[src/rtl/mcop_pkg.sv]
package mcop_pkg;
  localparam int ST_W  = 3;
  localparam int CMD_W = 3;
  localparam int N_REQ = 4;

  typedef enum logic [ST_W-1:0] {
    ST_INIT    = 3'd0,
    ST_CFG     = 3'd1,
    ST_CFG_REQ = 3'd2,
    ST_ACC     = 3'd3,
    ST_ACC_REQ = 3'd4,
    ST_LP      = 3'd5,
    ST_LP_ENT  = 3'd6,
    ST_LP_EXIT = 3'd7
  } opstate_e;

  localparam logic [CMD_W-1:0] CMD_INIT  = 3'd0;
  localparam logic [CMD_W-1:0] CMD_CFG   = 3'd1;
  localparam logic [CMD_W-1:0] CMD_GO    = 3'd2;
  localparam logic [CMD_W-1:0] CMD_SLEEP = 3'd3;
  localparam logic [CMD_W-1:0] CMD_WAKE  = 3'd4;

  // request state per handshake lane: 0 lock, 1 release, 2 sr entry, 3 sr exit
  localparam opstate_e REQ_ST [N_REQ] = '{ST_CFG_REQ, ST_ACC_REQ, ST_LP_ENT, ST_LP_EXIT};
  // stable state reached when lane's ack lands
  localparam opstate_e SETTLE_ST [N_REQ] = '{ST_CFG, ST_ACC, ST_LP, ST_ACC};
endpackage

[src/rtl/mcop_cmd_decode.sv]
module mcop_cmd_decode
  import mcop_pkg::*;
(
  input  opstate_e         cur_state,
  input  logic             cmd_valid,
  input  logic [CMD_W-1:0] cmd_code,
  output logic             take,
  output opstate_e         tgt_state
);
  // legal command table; everything else is dropped
  always_comb begin
    take      = 1'b0;
    tgt_state = cur_state;
    if (cmd_valid) begin
      unique case (cur_state)
        ST_INIT: if (cmd_code == CMD_CFG) begin
          take = 1'b1; tgt_state = ST_CFG_REQ;
        end
        ST_CFG: if (cmd_code == CMD_GO) begin
          take = 1'b1; tgt_state = ST_ACC_REQ;
        end
        ST_ACC: begin
          if (cmd_code == CMD_CFG) begin
            take = 1'b1; tgt_state = ST_CFG_REQ;
          end else if (cmd_code == CMD_SLEEP) begin
            take = 1'b1; tgt_state = ST_LP_ENT;
          end
        end
        ST_LP: if (cmd_code == CMD_WAKE) begin
          take = 1'b1; tgt_state = ST_LP_EXIT;
        end
        default: ;
      endcase
    end
  end
endmodule

[src/rtl/mcop_ack_select.sv]
module mcop_ack_select
  import mcop_pkg::*;
(
  input  opstate_e         cur_state,
  input  logic [N_REQ-1:0] ack_vec,
  output logic             in_req,
  output logic             ack_hit,
  output opstate_e         settle_state
);
  logic [N_REQ-1:0] lane_sel;

  generate
    for (genvar i = 0; i < N_REQ; i++) begin : g_lane
      assign lane_sel[i] = (cur_state == REQ_ST[i]);
    end
  endgenerate

  always_comb begin
    in_req       = |lane_sel;
    ack_hit      = |(lane_sel & ack_vec);
    settle_state = cur_state;
    for (int i = 0; i < N_REQ; i++) begin
      if (lane_sel[i]) settle_state = SETTLE_ST[i];
    end
  end
endmodule

[src/rtl/mcop_req_regs.sv]
module mcop_req_regs
  import mcop_pkg::*;
(
  input  logic             clk,
  input  logic             rst,
  input  opstate_e         nxt_state,
  output logic [N_REQ-1:0] req_q
);
  generate
    for (genvar i = 0; i < N_REQ; i++) begin : g_req
      always_ff @(posedge clk) begin
        if (rst) req_q[i] <= 1'b0;
        else     req_q[i] <= (nxt_state == REQ_ST[i]);
      end
    end
  endgenerate
endmodule

[src/rtl/mc_opstate.sv]
module mc_opstate
  import mcop_pkg::*;
(
  input  logic             clk,
  input  logic             rst,
  input  logic             cmd_valid,
  input  logic [CMD_W-1:0] cmd_code,
  input  logic             cfg_lock_ack,
  input  logic             cfg_rel_ack,
  input  logic             sr_enter_ack,
  input  logic             sr_exit_ack,
  output logic [ST_W-1:0]  status,
  output logic             cfg_lock_req,
  output logic             cfg_rel_req,
  output logic             sr_enter_req,
  output logic             sr_exit_req
);
  opstate_e         state_q, nxt_state, tgt_state, settle_state;
  logic             take, in_req, ack_hit;
  logic [N_REQ-1:0] req_q;
  logic [N_REQ-1:0] ack_vec;

  assign ack_vec = {sr_exit_ack, sr_enter_ack, cfg_rel_ack, cfg_lock_ack};

  mcop_cmd_decode u_dec (
    .cur_state (state_q),
    .cmd_valid (cmd_valid),
    .cmd_code  (cmd_code),
    .take      (take),
    .tgt_state (tgt_state)
  );

  mcop_ack_select u_ack (
    .cur_state    (state_q),
    .ack_vec      (ack_vec),
    .in_req       (in_req),
    .ack_hit      (ack_hit),
    .settle_state (settle_state)
  );

  // request states only leave on ack; stable states only leave on a taken command
  always_comb begin
    if (in_req) nxt_state = ack_hit ? settle_state : state_q;
    else        nxt_state = take ? tgt_state : state_q;
  end

  always_ff @(posedge clk) begin
    if (rst) state_q <= ST_INIT;
    else     state_q <= nxt_state;
  end

  mcop_req_regs u_req (
    .clk       (clk),
    .rst       (rst),
    .nxt_state (nxt_state),
    .req_q     (req_q)
  );

  assign status       = state_q;
  assign cfg_lock_req = req_q[0];
  assign cfg_rel_req  = req_q[1];
  assign sr_enter_req = req_q[2];
  assign sr_exit_req  = req_q[3];

  assert_req_onehot_R8: assert property (@(posedge clk) disable iff (rst)
    $onehot0({cfg_lock_req, cfg_rel_req, sr_enter_req, sr_exit_req}));

  assert_lock_req_match_R8: assert property (@(posedge clk) disable iff (rst)
    cfg_lock_req == (status == ST_CFG_REQ));

  assert_exit_req_match_R8: assert property (@(posedge clk) disable iff (rst)
    sr_exit_req == (status == ST_LP_EXIT));

  assert_cfg_entry_R2: assert property (@(posedge clk) disable iff (rst)
    (status == ST_CFG_REQ) |-> ($past(status) == ST_INIT || $past(status) == ST_ACC ||
                                $past(status) == ST_CFG_REQ));

  assert_go_settle_R3: assert property (@(posedge clk) disable iff (rst)
    (status == ST_ACC_REQ && cfg_rel_ack) |=> (status == ST_ACC));

  assert_sleep_from_access_R4: assert property (@(posedge clk) disable iff (rst)
    $rose(sr_enter_req) |-> ($past(status) == ST_ACC));

  assert_wake_to_access_R5: assert property (@(posedge clk) disable iff (rst)
    (status == ST_LP_EXIT && sr_exit_ack) |=> (status == ST_ACC));

  assert_hold_without_ack_R6: assert property (@(posedge clk) disable iff (rst)
    (status == ST_CFG_REQ && !cfg_lock_ack) |=> (status == ST_CFG_REQ));

  assert_lp_ignores_R7: assert property (@(posedge clk) disable iff (rst)
    (status == ST_LP && !(cmd_valid && cmd_code == CMD_WAKE)) |=> (status == ST_LP));
endmodule

[config.mk]
export PLATFORM = sky130hd
export DESIGN_NAME = mc_opstate
export DESIGN_NICKNAME = d
export VERILOG_FILES = /design/src/rtl/mcop_pkg.sv /design/src/rtl/mcop_cmd_decode.sv /design/src/rtl/mcop_ack_select.sv /design/src/rtl/mcop_req_regs.sv /design/src/rtl/mc_opstate.sv
export SDC_FILE = /design/constraint.sdc
export NUM_CORES = 1
export LEC_CHECK = 0
export ABC_AREA = 1
export CAP_MARGIN = 20
export CORE_MARGIN = 2
export CORE_UTILIZATION = 40
export CTS_CLUSTER_SIZE = 28
export DETAILED_ROUTE_END_ITERATION = 6
export PLACE_DENSITY = 0.69
export SYNTH_ARGS = -nofsm -noshare
export SYNTH_HDL_FRONTEND = slang
export SYNTH_HIERARCHICAL = 1
export SYNTH_SLANG_ARGS = --single-unit
export TNS_END_PERCENT = 30
[constraint.sdc]
create_clock -name clk -period 4.6 [get_ports clk]
set_input_delay 0.92 -clock clk [delete_from_list [all_inputs] [get_ports clk]]
set_output_delay 0.92 -clock clk [all_outputs]
set_load 0.05 [all_outputs]
==> impl_metrics.py <==
metrics = {
    "status": {
        "status": "finished, final reports clean",
    },
    "layout": {
        "multiInputGateArea_sq_um": 375,
        "fin_nets": 145,
        "fin_cells": 149,
        "areaGrowthSynthToFinish_pct": 34.5,
        "antenna_cells": 0,
        "regArea_sq_um": 140,
        "drive_gt1_frac": 0.0970,
        "fillCellCount": 142,
    },
    "grt": {
        "grt_first_pass_wirelength_um": 2440,
        "antenna_found_initial": 0,
        "grt_pass1_vias": 594,
        "grt_max_degree": 15,
        "grt_usage": 0.174,
        "grt-ovfl-total": 0,
    },
    "logic_synthesis": {
        "syn_area_per_cell_sq_um": 5.22,
        "syn_nets": 124,
        "synth-seq-cells": 7,
        "yosys.area.top_type": "nand2_1",
        "synth.area.top_cells": "nand2_1 (28%), dfxtp_1 (24%), nor2_1 (11%), inv_1 (11%), nand3_1 (8.4%)",
        "synth_edf_count": 0,
        "yosysWarnings": 6,
        "synthesis.area_sq_um": 596,
        "synthTopCellsByCount": "nand2_1 (44), nor2_1 (18), inv_1 (17)",
        "synthCells": 114,
        "yosysMostFrequentCell": "nand2_1",
        "ys.flop_type": "dfxtp_1",
        "ys_seq_area_frac": 0.235,
        "yosysTopAreaCellShare": 0.277,
        "synth_cell_types": 17,
        "async_flop_share": 0,
    },
    "power": {
        "combPwrFrac": 0.612,
        "power.total_uw": 410,
        "p_leak_nw": 0.391,
        "seqPwrFrac": 0.255,
        "max-vdd-ir-drop_uv": 166,
        "switching_share": 0.517,
        "switchingPower_uw": 212,
        "powerDensity_nw_per_um2": 512,
        "internal_power_uw": 198,
        "clkPwrFrac": 0.134,
    },
    "critical_path": {
        "start_kind": "flip-flop",
        "cp_top_family": "buffers and inverters",
        "cp.arrival_ns": 1.78,
        "crit_path_max_incr_delay_ns": 0.90,
        "critical_path_class": "flip-flop to output pin",
        "crit_fanout": 13,
        "crit_buf_inv": 1,
        "crit_path_top_delay_cell": "clkdlybuf4s50_1",
        "worstPathRequired_ns": 3.68,
        "endpoint_kind": "output pin",
        "crit_chain": "clkdlybuf4s50_1",
    },
    "clocking": {
        "ctsHoldBuffers": 0,
        "cts_buffers": 3,
        "cts_buffer_depth": 2,
        "cts_tree": "yes",
        "clock_latency_ns": 0.25,
        "numClockSinks": 7,
        "clockRootBuffer": "clkbuf_4",
        "h-tree-depth": 1,
        "cts-resized-gates": 0,
        "post_cts_buffers": 0,
        "clkTransAtPathRegs_ns": 0.05,
    },
    "sta": {
        "maxSlewHeadroom": 0.665,
        "post-route-period-util": 0.586,
        "clock_skew_ns": 0.00113,
        "setup_viol": 0,
        "fin_crit_ns": 2.70,
        "report.final.slew_viol_count": 0,
        "clock.fmax_mhz": 371,
        "finalHoldViolCount": 0,
        "rsz0062_at_grt": "false",
        "tightest_slew_ns": 0.501,
        "setup_tns_ns": 0,
    },
    "drt": {
        "routedWlPerCell_um": 8.56,
        "drtPass1Iterations": 4,
        "drc": 0,
        "via_per_inst": 4.49,
        "drt-initial-drc-count": 7,
        "wl_um": 1280,
        "ant_nets": 0,
        "num_vias": 669,
    },
    "floorplanning": {
        "io_pins": 17,
        "initial_utilization": 0.441,
        "coreArea_sq_um": 1350,
        "chipWidth_um": 42.6,
        "rows": 13,
        "die-area_sq_um": 1810,
        "die_h_um": 42.6,
    },
    "place": {
        "place_inst": 145,
        "io_buffers": 16,
        "hpwl_um": 981,
        "gp_congestion": 0.776,
    },
    "job": {
        "drv_cap": 0,
    },
    "worst_hold_path": {
        "hold_class": "flip-flop to flip-flop",
    },
}
flip-flops by register name (all words and copies together), names as in the netlist:
name	cells
u_req/req_q	4
status	3
layout by cell type, fill, tap and decap left out, types with 2 or more instances in the layout:
cell and n:
clkdlybuf4s50_1 16, a21oi_1 3, nand2_1 44, inv_2 3, dfxtp_1 7, inv_1 17
nor2_2 2, clkbuf_4 3, nor2_1 18, nand3_1 10, nor3_1 2
cell type report:
cell class,instances,area share
sequential,7,0.175
clock buffer,4,0.0328
inverter,21,0.100
multi-input combinational,86,0.469
timing repair buffer,16,0.200
tap,15,0.0234
logic make-up (layout without fill, tap and decap cells):
group,Yosys count,count (layout),share of synthesized area
buf+inv,21,41,0.134
compound gates,6,6,0.0567
flops,7,7,0.235
simple gates,80,80,0.574
routing by layer:
layer,wire length (um),vias up,track usage
li1,-,387,-
met1,623,265,0.231
met2,591,17,0.277
met3,62,0,0.0517
met4,0,0,0.0375
met5,0,-,0
final timing paths:
check                            start                        end  slack [ns]  depth (start not counted)
setup / recovery  status[1]$_SDFF_PP0_                  status[1]        1.90                          1
hold reg to reg   status[0]$_SDFF_PP0_       status[0]$_SDFF_PP0_        0.78                          4
hold / removal    status[0]$_SDFF_PP0_       status[0]$_SDFF_PP0_        0.78                          4
setup reg to reg  status[0]$_SDFF_PP0_  u_req/req_q[0]$_SDFF_PP0_        2.67                         16
stage by stage:
step	utilization	worst slack (ns)	hold WS, ns	area, sq um
finish	0.593	1.90	0.783	801
global route	0.593	1.81	0.851	801
CTS	0.593	1.90	0.788	801
detailed placement	0.574	2.04	0.769	774
global placement	0.574	2.06	0.775	774
floorplan	-	2.58	0.900	596
power by group through the flow:
stage	logic (mW)	registers, mW	clock network [mW]
6_report	0.251	0.104	0.0548
4_1_cts	0.252	0.104	0.0582
3_3_place_gp	0.249	0.105	0
3_5_place_dp	0.250	0.106	0
2_1_floorplan	0.127	0.161	0
5_1_grt	0.281	0.109	0.0638
No activity file was read; power rests on OpenSTA's default activity.
